--- config.mk ---
export PLATFORM = sky130hd
export DESIGN_NAME = i2c_line_cond
export DESIGN_NICKNAME = d
export VERILOG_FILES = /design/src/rtl/i2c_lc_pkg.sv /design/src/rtl/i2c_lc_in_cond.sv /design/src/rtl/i2c_lc_out_delay.sv /design/src/rtl/i2c_lc_regs.sv /design/src/rtl/i2c_line_cond.sv
export SDC_FILE = /design/constraint.sdc
export NUM_CORES = 1
export LEC_CHECK = 0
export BUFFER_PORTS_ARGS = -buffer_cell sky130_fd_sc_hd__buf_2
export CAP_MARGIN = 20
export CELL_PAD_IN_SITES_DETAIL_PLACEMENT = 0
export CELL_PAD_IN_SITES_GLOBAL_PLACEMENT = 1
export CORE_MARGIN = 2
export CORE_UTILIZATION = 38
export CTS_CLUSTER_SIZE = 40
export DETAILED_ROUTE_END_ITERATION = 8
export GPL_TIMING_DRIVEN = 0
export MAX_ROUTING_LAYER = met4
export PLACE_DENSITY_LB_ADDON = 0.1
export SLEW_MARGIN = 40
export SYNTH_ARGS = -nofsm -noshare
export SYNTH_HDL_FRONTEND = slang
export SYNTH_SLANG_ARGS = --single-unit
--- constraint.sdc ---
create_clock -name clk -period 1.1 [get_ports clk]
set_input_delay 0.055 -clock clk [delete_from_list [all_inputs] [get_ports clk]]
set_output_delay 0.055 -clock clk [all_outputs]
set_load 0.03 [all_outputs]
--- src/rtl/i2c_lc_pkg.sv ---
package i2c_lc_pkg;
    localparam int REG_W       = 8;
    localparam logic [7:0] OFF_SADDR = 8'h08;
    localparam logic [7:0] OFF_SHIFT = 8'h0C;
    localparam logic [7:0] OFF_LCTRL = 8'h14;
    localparam int DLY_STEP    = 5;
    localparam int DLY_CODES   = 4;
    localparam int DSEL_W      = $clog2(DLY_CODES);

    typedef struct packed {
        logic              filt_en;
        logic [DSEL_W-1:0] dsel;
    } lctrl_t;
endpackage

--- src/rtl/i2c_lc_in_cond.sv ---
// Input conditioner for one pad line: a two-flop synchronizer followed by a
// qualifier that accepts a new level only after SAMPLES equal samples.
// Assumes the pad idles high, so every flop resets to 1.
module i2c_lc_in_cond #(
    parameter int SAMPLES = 3
) (
    input  logic clk,
    input  logic rst_n,
    input  logic pad_i,
    input  logic filt_en,
    output logic line_o
);
    localparam int HIST = SAMPLES - 1;

    logic            sync1, sync2;
    logic [HIST-1:0] hist;
    logic            qual;
    logic            all_hi, all_lo;

    // Two-flop synchronizer against metastability.
    always_ff @(posedge clk) begin
        if (!rst_n) begin
            sync1 <= 1'b1;
            sync2 <= 1'b1;
        end else begin
            sync1 <= pad_i;
            sync2 <= sync1;
        end
    end

    // Sample history after the synchronizer.
    always_ff @(posedge clk) begin
        if (!rst_n) hist <= '1;
        else        hist <= {hist[HIST-2:0], sync2};
    end

    // Agreement of the current sample with the history.
    always_comb begin
        all_hi = sync2 & (&hist);
        all_lo = ~sync2 & ~(|hist);
    end

    // Qualified level, updated only on full agreement.
    always_ff @(posedge clk) begin
        if (!rst_n)      qual <= 1'b1;
        else if (all_hi) qual <= 1'b1;
        else if (all_lo) qual <= 1'b0;
    end

    // The bypass path adds no latency beyond the synchronizer.
    assign line_o = filt_en ? qual : sync2;
endmodule

--- src/rtl/i2c_lc_out_delay.sv ---
// Output delay line: a shift register of STEP*(CODES-1) stages with a tap
// every STEP stages. Code 0 bypasses the register. A select change applies
// to the next clock's tap.
module i2c_lc_out_delay #(
    parameter int STEP  = 5,
    parameter int CODES = 4,
    parameter int SEL_W = $clog2(CODES)
) (
    input  logic             clk,
    input  logic             rst_n,
    input  logic [SEL_W-1:0] dsel,
    input  logic             bit_i,
    output logic             bit_o
);
    localparam int DEPTH = STEP * (CODES - 1);

    logic [DEPTH-1:0] stage;
    logic [CODES-1:0] taps;

    // Shift the core bit along the line; released (1) at reset.
    always_ff @(posedge clk) begin
        if (!rst_n) stage <= '1;
        else        stage <= {stage[DEPTH-2:0], bit_i};
    end

    assign taps[0] = bit_i;
    for (genvar t = 1; t < CODES; t++) begin : g_tap
        assign taps[t] = stage[t*STEP-1];
    end

    // Pick the tap named by the select code.
    always_comb bit_o = taps[dsel];
endmodule

--- src/rtl/i2c_lc_regs.sv ---
// Register file: slave address, data shift and line control. Writes to the
// address and data registers are gated by the serial-output-enable flag.
// Reads are combinational from the offset.
module i2c_lc_regs
    import i2c_lc_pkg::*;
(
    input  logic             clk,
    input  logic             rst_n,
    input  logic [7:0]       reg_addr,
    input  logic             reg_we,
    input  logic [REG_W-1:0] reg_wdata,
    output logic [REG_W-1:0] reg_rdata,
    input  logic             serial_oe,
    output logic [6:0]       slave_addr,
    output logic [REG_W-1:0] shift_data,
    output lctrl_t           lctrl
);
    logic wr_saddr, wr_shift, wr_lctrl;

    // Write strobes, with gating by the serial-output-enable flag.
    always_comb begin
        wr_saddr = reg_we && (reg_addr == OFF_SADDR) && !serial_oe;
        wr_shift = reg_we && (reg_addr == OFF_SHIFT) &&  serial_oe;
        wr_lctrl = reg_we && (reg_addr == OFF_LCTRL);
    end

    // Register updates.
    always_ff @(posedge clk) begin
        if (!rst_n) begin
            slave_addr <= '0;
            shift_data <= '0;
            lctrl      <= '0;
        end else begin
            if (wr_saddr) slave_addr <= reg_wdata[7:1];
            if (wr_shift) shift_data <= reg_wdata;
            if (wr_lctrl) lctrl      <= reg_wdata[DSEL_W:0];
        end
    end

    // Read multiplexer.
    always_comb begin
        case (reg_addr)
            OFF_SADDR: reg_rdata = {slave_addr, 1'b0};
            OFF_SHIFT: reg_rdata = shift_data;
            OFF_LCTRL: reg_rdata = {{(REG_W-DSEL_W-1){1'b0}}, lctrl};
            default:   reg_rdata = '0;
        endcase
    end
endmodule

--- src/rtl/i2c_line_cond.sv ---
// Top of the line conditioning unit. It conditions both pad inputs, delays
// the core's data bit, drives the data pad open-drain and holds the registers.
module i2c_line_cond
    import i2c_lc_pkg::*;
(
    input  logic       clk,
    input  logic       rst_n,
    input  logic [7:0] reg_addr,
    input  logic       reg_we,
    input  logic [7:0] reg_wdata,
    output logic [7:0] reg_rdata,
    input  logic       serial_oe,
    output logic [6:0] slave_addr,
    output logic [7:0] shift_data,
    input  logic       core_sda_o,
    output logic       core_sda_i,
    output logic       core_scl_i,
    input  logic       sda_pad_i,
    input  logic       scl_pad_i,
    output logic       sda_pad_oe
);
    lctrl_t     lctrl;
    logic       sda_dly;
    logic [1:0] pads_in, lines_out;

    i2c_lc_regs u_regs (
        .clk(clk), .rst_n(rst_n), .reg_addr(reg_addr), .reg_we(reg_we),
        .reg_wdata(reg_wdata), .reg_rdata(reg_rdata), .serial_oe(serial_oe),
        .slave_addr(slave_addr), .shift_data(shift_data), .lctrl(lctrl)
    );

    assign pads_in = {scl_pad_i, sda_pad_i};
    for (genvar i = 0; i < 2; i++) begin : g_in
        i2c_lc_in_cond #(.SAMPLES(3)) u_cond (
            .clk(clk), .rst_n(rst_n), .pad_i(pads_in[i]),
            .filt_en(lctrl.filt_en), .line_o(lines_out[i])
        );
    end
    assign core_sda_i = lines_out[0];
    assign core_scl_i = lines_out[1];

    i2c_lc_out_delay #(.STEP(DLY_STEP), .CODES(DLY_CODES)) u_dly (
        .clk(clk), .rst_n(rst_n), .dsel(lctrl.dsel),
        .bit_i(core_sda_o), .bit_o(sda_dly)
    );

    // Open-drain drive: pull low only for a 0.
    assign sda_pad_oe = ~sda_dly;
endmodule

==> results of run 1 <==
[kinds of logic (layout without fill, tap and decap cells)]
family	count (synthesis)	after routing
AO/OA/AOI/OAI	14	14
buffers and inverters	9	75
flip-flops	43	43
multiplexers	21	21
AND/OR/NAND/NOR	62	62
[worst max-delay path, cell delays in order, from the launching register on]
cell and delay (ps):
sky130_fd_sc_hd__dfxtp_4 360, sky130_fd_sc_hd__mux4_2 500, sky130_fd_sc_hd__inv_2 70, sky130_fd_sc_hd__buf_6 120
[synth_stat cells]
master / instances / share of area, %
sky130_fd_sc_hd__nor2_1: 2 / 0.46
sky130_fd_sc_hd__nand2_1: 26 / 6.0
sky130_fd_sc_hd__a21oi_1: 2 / 0.62
sky130_fd_sc_hd__buf_2: 1 / 0.31
sky130_fd_sc_hd__nand3_2: 1 / 0.62
sky130_fd_sc_hd__a221o_1: 2 / 1.2
sky130_fd_sc_hd__inv_1: 1 / 0.23
sky130_fd_sc_hd__and2_2: 1 / 0.46
sky130_fd_sc_hd__nand4b_1: 1 / 0.54
sky130_fd_sc_hd__mux2i_1: 18 / 11
sky130_fd_sc_hd__and2_0: 1 / 0.39
sky130_fd_sc_hd__o21ai_0: 2 / 0.62
sky130_fd_sc_hd__a32o_1: 1 / 0.62
sky130_fd_sc_hd__buf_6: 1 / 0.69
sky130_fd_sc_hd__mux4_2: 1 / 1.4
sky130_fd_sc_hd__a22o_1: 5 / 2.7
sky130_fd_sc_hd__clkbuf_1: 5 / 1.2
sky130_fd_sc_hd__and3_2: 2 / 0.92
sky130_fd_sc_hd__o21a_1: 2 / 0.92
sky130_fd_sc_hd__clkbuf_2: 1 / 0.31
sky130_fd_sc_hd__nor4b_2: 1 / 0.92
sky130_fd_sc_hd__nand2b_1: 23 / 8.9
sky130_fd_sc_hd__dfxtp_1: 43 / 53
sky130_fd_sc_hd__nand4_4: 1 / 1.3
sky130_fd_sc_hd__nor4_1: 1 / 0.39
sky130_fd_sc_hd__mux2_2: 2 / 1.4
sky130_fd_sc_hd__nor4b_4: 2 / 2.9
[registers in the layout (all words and copies together) (netlist names)]
register	flops
g_in.u_cond.hist	4
g_in.u_cond.qual	2
g_in.u_cond.sync1	2
g_in.u_cond.sync2	2
u_dly.stage	15
u_regs.lctrl	3
u_regs.shift_data	8
u_regs.slave_addr	7
[final timing paths]
path	endpoint	slack [ps]	from	depth (start not counted)
min reg2reg	u_dly.stage[13]$_SDFF_PN1_	410	u_dly.stage[12]$_SDFF_PN1_	1
max reg2reg	u_regs.lctrl[0]$_SDFFE_PN0P_	280	u_regs.lctrl[0]$_SDFFE_PN0P_	4
min	u_regs.shift_data[6]$_SDFFE_PN0P_	30	reg_wdata[6]	3
max	sda_pad_oe	-280	u_regs.lctrl[0]$_SDFFE_PN0P_	3
[where the power goes]
group	total [mW]	leakage [nW]	switching, mW	internal, mW
Combinational	0.190	0.696	0.0981	0.0924
Sequential	1.57	0.351	0.00630	1.57
Clock	1.08	0.0505	0.507	0.571
[what timing repair did]
item / in CTS / in global routing
gates resized for setup: 46 / 6
hold buffers: 4 / 0
setup endpoints to repair: 11 / 13
setup buffers: 4 / 3
pin swaps: 8 / 4
endpoints found under the hold margin: 4 / 0
[final cells by class]
class                   count  area (sq um)
flip-flops and latches     43           870
well taps                  50          62.6
plain buffers               7          38.8
fillers                   358          1740
repair buffers             59           438
multi-input cells          97           802
clock inverters             1          7.51
inverters                   1          3.75
clock buffers               7          96.3
[routing by layer]
layer	up-vias	wire (microns)	global-route usage (%)
li1	639	-	-
met2	35	1870	28.4
met4	0	31	3.27
met3	4	162	4.80
met5	-	0	-
met1	597	1530	18.8
[per-stage QoR]
stage / power (mW) / worst slack [ps] / std cells / setup TNS (ps)
detailed placement: 1.77 / -288 / 247 / -4210
CTS: 2.87 / -291 / 263 / -1160
global route: 2.95 / -320 / 265 / -1830
global placement: 1.76 / -290 / 247 / -3940
floorplan: 1.69 / 1.18 / 149 / 0
finish: 2.84 / -283 / 265 / -1360
==> metrics.csv, run 1 <==
stage,metric,value,unit
min_path,class of the most critical hold timing path,in2reg,
sta,worst setup skew after layout,3.58,ps
setup_path,CP Data Required Time,1040,ps
final_layout,most common library cell in the layout ignoring fill and taps,sky130_fd_sc_hd__dfxtp_1,
placement,Placer Congestion,0.735,
placement,instance area at placement,1940,sq um
flow_run,total of max-cap violations,0,
floorplan,area enclosed by the die boundary,4820,sq um
power,pwr/cell area,1230,nW/um^2
placement,post-DP HPWL,2480,microns
run_status,violated checks,negative setup slack,
sta,Final Slew Violations,0,
route,Antenna Violating Nets Remaining,0,
final_layout,final instance area,2320,sq um
synth,fraction of synthesized area in multiplexers,13.9,%
synth,"post-synthesis share of cell area spent on full adders, half adders and majority gates",0,%
synth,xor/xnor share of the synthesized area,0,%
floorplan,total I/O pin count,49,
power,Peak supply drop,0.000915,V
setup_path,Worst EP arrival,1330,ps
clocking,worst-case clock buffer depth,2,
power,leakage power,1.10,nW
sta,final hold violation count,0,
route,count of vias placed by the detailed router,1275,
synth,flop and latch count out of synthesis,43,
synth,share of synthesized area occupied by flip-flops and latches,53.0,%
clocking,H-tree depth,2,
setup_path,startpoint class of the critical path,flop,
floorplan,die boundary width,69.4,microns
sta,Final Worst Setup Slack,-283,ps
route,number of design rule violations left after detail routing,0,
final_layout,area growth from synthesis to final layout,42.6,%
route,via count normalized by instance count,4.81,
final_layout,most frequent cells in the layout,"sky130_fd_sc_hd__dfxtp_1, sky130_fd_sc_hd__buf_2, sky130_fd_sc_hd__nand2_1",
sta,time the worst path needs with I/O delays and setup,1380,ps
sta,hold_ws,33.4,ps
floorplan,standard cell core area,4060,sq um
placement,number of port buffers,48,
clocking,clock buffers created by TritonCTS,5,
global_routing,Congestion Overflow GR,0,
sta,max-slew headroom at the worst pin,65.1,%
synth,synthesis warning total,0,
global_routing,global-route wire length before repair,6170,microns
global_routing,antenna violations before repair,0,
synth,post-synthesis compound-gate area fraction,6.70,%
final_layout,antenna fix cells,0,
route,count of routing violations after the opening detailed-route iteration,35,
setup_path,type of element capturing the critical path,output pin,
clocking,TritonCTS clock tree,yes,
global_routing,number of global-route vias before repair,1291,
synth,Post-Syn Instances,149,
clocking,number of sinks on the clock net,43,
final_layout,core utilization of the finished layout,57.1,%
clocking,clock transition time at the flip-flop clock pins of the worst setup and hold paths,80,ps
sta,worst-margin pin slew,523,ps
global_routing,Total GRT Usage,16.4,%
global_routing,maximum number of pins on one net before global-route repair,14,
route,WL/cell,13.6,microns
run_status,result of the run,"complete, but fails checks",
floorplan,row count,23,
synth,mean instance size in the synthesized netlist,10.9,sq um
synth,post-synthesis instance area,1630,sq um
clocking,latest clock arrival within the worst-skew pair,280,ps
clocking,clock tree root buffer cell,sky130_fd_sc_hd__clkbuf_8,
synth,combinational family with the most area after synthesis,simple AND/OR/NAND/NOR gates,
sta,Finish-stage setup viols,11,
synth,number of nets produced by synthesis,172,
route,number of iterations in the first detailed-routing pass,4,
sta,Final period util,126,%
sta,maximum operating frequency,723,MHz
synth,number of unique standard cell types used by synthesis,27,
final_layout,nets,237,
synth,"post-synthesis share of cell area spent on and, or, nand and nor gates",23.8,%
setup_path,startpoint-to-endpoint class of the critical path,reg2out,
setup_path,critical-path maximum fanout,2,
floorplan,Chip Height,69.4,microns
floorplan,initial core utilization,40.1,%
route,total wire length after detailed routing,3590,microns
sta,unrepaired setup endpoints after global routing,yes,
final_layout,share of layout cells above drive strength 1,41.9,%
Power figures use the tool's default switching activity.
==> run 2, diff against run 1 <==
--- a/config.mk
+++ b/config.mk
@@ -5,12 +5,13 @@
 export SDC_FILE = /design/constraint.sdc
 export NUM_CORES = 1
 export LEC_CHECK = 0
-export BUFFER_PORTS_ARGS = -buffer_cell sky130_fd_sc_hd__buf_2
+export BUFFER_PORTS_ARGS = -buffer_cell sky130_fd_sc_hd__buf_4
 export CAP_MARGIN = 20
 export CELL_PAD_IN_SITES_DETAIL_PLACEMENT = 0
 export CELL_PAD_IN_SITES_GLOBAL_PLACEMENT = 1
 export CORE_MARGIN = 2
-export CORE_UTILIZATION = 38
+export CORE_UTILIZATION = 40
+export CTS_BUF_LIST = sky130_fd_sc_hd__clkbuf_8
 export CTS_CLUSTER_SIZE = 40
 export DETAILED_ROUTE_END_ITERATION = 8
 export GPL_TIMING_DRIVEN = 0
==> metrics.csv, run 2 (synthesized netlist as in run 1, its figures left out) <==
stage,metric,value,unit
sta,max-slew headroom at the worst pin,65.6,%
route,WL/cell,13.4,microns
final_layout,share of layout cells above drive strength 1,41.9,%
global_routing,antenna violations before repair,0,
route,Antenna Violating Nets Remaining,0,
setup_path,startpoint class of the critical path,flop,
sta,worst setup skew after layout,1.70,ps
global_routing,maximum number of pins on one net before global-route repair,14,
clocking,clock buffers created by TritonCTS,5,
final_layout,area growth from synthesis to final layout,47.1,%
clocking,TritonCTS clock tree,yes,
setup_path,largest stage delay on the critical path,510,ps
placement,Placer Congestion,0.715,
clocking,number of sinks on the clock net,43,
floorplan,row count,23,
route,number of design rule violations left after detail routing,0,
route,via count normalized by instance count,4.81,
power,leakage power,1.11,nW
clocking,clock tree root buffer cell,sky130_fd_sc_hd__clkbuf_8,
power,pwr/cell area,1170,nW/um^2
run_status,result of the run,"complete, but fails checks",
min_path,WHS Path Cells,3,
final_layout,antenna fix cells,0,
setup_path,slowest library cell on the worst path,sky130_fd_sc_hd__mux4_2,
run_status,violated checks,negative setup slack,
final_layout,most common library cell in the layout ignoring fill and taps,sky130_fd_sc_hd__dfxtp_1,
setup_path,CP Data Required Time,1040,ps
route,total wire length after detailed routing,3560,microns
sta,time the worst path needs with I/O delays and setup,1390,ps
clocking,worst-case clock buffer depth,2,
route,number of iterations in the first detailed-routing pass,4,
global_routing,Congestion Overflow GR,0,
power,Peak supply drop,0.00110,V
route,count of vias placed by the detailed router,1275,
sta,worst-margin pin slew,516,ps
clocking,clock transition time at the flip-flop clock pins of the worst setup and hold paths,80,ps
min_path,class of the most critical hold timing path,in2reg,
setup_path,Worst EP arrival,1340,ps
final_layout,most frequent cells in the layout,"sky130_fd_sc_hd__dfxtp_1, sky130_fd_sc_hd__buf_4, sky130_fd_sc_hd__nand2_1",
final_layout,Layout Cells excl Fill,265,
clocking,latest clock arrival within the worst-skew pair,290,ps
setup_path,cell breakdown of the critical path,mux4_2 -> inv_2 -> buf_6,
placement,total instance count after detailed placement,247,
global_routing,global-route wire length before repair,5690,microns
sta,final hold violation count,0,
global_routing,number of global-route vias before repair,1255,
sta,Finish-stage setup viols,6,
global_routing,Total GRT Usage,17.7,%
sta,Final Slew Violations,0,
setup_path,type of element capturing the critical path,output pin,
final_layout,register name with the most flops,u_dly.stage,
sta,hold_ws,35.0,ps
sta,Final period util,126,%
floorplan,area enclosed by the die boundary,4590,sq um
final_layout,"flip-flop count of the largest register, all copies and words added",15,
floorplan,die boundary width,67.7,microns
flow_run,total of max-cap violations,0,
clocking,H-tree depth,2,
setup_path,startpoint-to-endpoint class of the critical path,reg2out,
placement,setup slack at placement,-255,ps
sta,unrepaired setup endpoints after global routing,yes,
sta,maximum operating frequency,719,MHz
sta,Final Worst Setup Slack,-291,ps
final_layout,largest registers in the final layout,"u_dly.stage (15), u_regs.shift_data (8), u_regs.slave_addr (7)",
placement,number of port buffers,48,
placement,post-DP HPWL,2570,microns
floorplan,standard cell core area,3940,sq um
floorplan,total I/O pin count,49,
setup_path,critical-path maximum fanout,2,
final_layout,nets,237,
floorplan,Chip Height,67.7,microns
setup_path,count of cells along the worst register-to-register path,3,
floorplan,initial core utilization,41.2,%
route,count of routing violations after the opening detailed-route iteration,23,
## run 2: layout make-up
type	instances	area [sq um]
multi-input cells	97	802
plain buffers	7	38.8
clock inverters	2	12.5
inverters	1	3.75
repair buffers	59	520
flip-flops and latches	43	868
clock buffers	6	82.6
fillers	333	1550
well taps	50	62.6
## run 2: per-stage QoR
stage	utilization (%)	power (mW)	setup TNS (ps)	cell area, sq um
floorplan	-	1.69	0	1640
global placement	52.2	1.79	-3560	2060
detailed placement	52.2	1.79	-4040	2060
CTS	60.0	2.86	-1180	2370
global route	60.6	2.92	-1510	2390
finish	60.6	2.81	-1110	2390
## run 2: worst paths after layout
kind | startpoint | to | slack, ps
max | u_regs.lctrl[0]$_SDFFE_PN0P_ | sda_pad_oe | -290
min | reg_wdata[0] | u_regs.lctrl[0]$_SDFFE_PN0P_ | 30
max reg2reg | g_in[1].u_cond.hist[1]$_SDFF_PN1_ | g_in[1].u_cond.qual$_SDFFE_PP1P_ | 290
min reg2reg | u_dly.stage[3]$_SDFF_PN1_ | u_dly.stage[4]$_SDFF_PN1_ | 410
## run 2: worst max-delay path: cells and delay by family, from the launching register on
kind | cells | cell delay, ps
DFF | 1 | 350
muxes | 1 | 510
buffers and inverters | 2 | 190
## run 2: what timing repair did
action,4_1_cts,5_1_grt
pin swaps,8,6
setup endpoints to repair,11,11
setup buffers,5,2
hold buffers,4,0
resized for setup,33,8
endpoints found under the hold margin,4,0
## run 2: power by group
part	switching [mW]	internal (mW)	total, mW
clock network	0.519	0.505	1.02
registers	0.00615	1.57	1.57
logic	0.0972	0.114	0.211
## run 2: layer usage
metal / track usage [%] / share of wire (%) / routed length [microns]
met3: 5.17 / 5.2 / 184
met4: 7.14 / 1.5 / 55
met5: - / 0 / 0
met1: 19.4 / 41 / 1470
met2: 29.9 / 52 / 1850
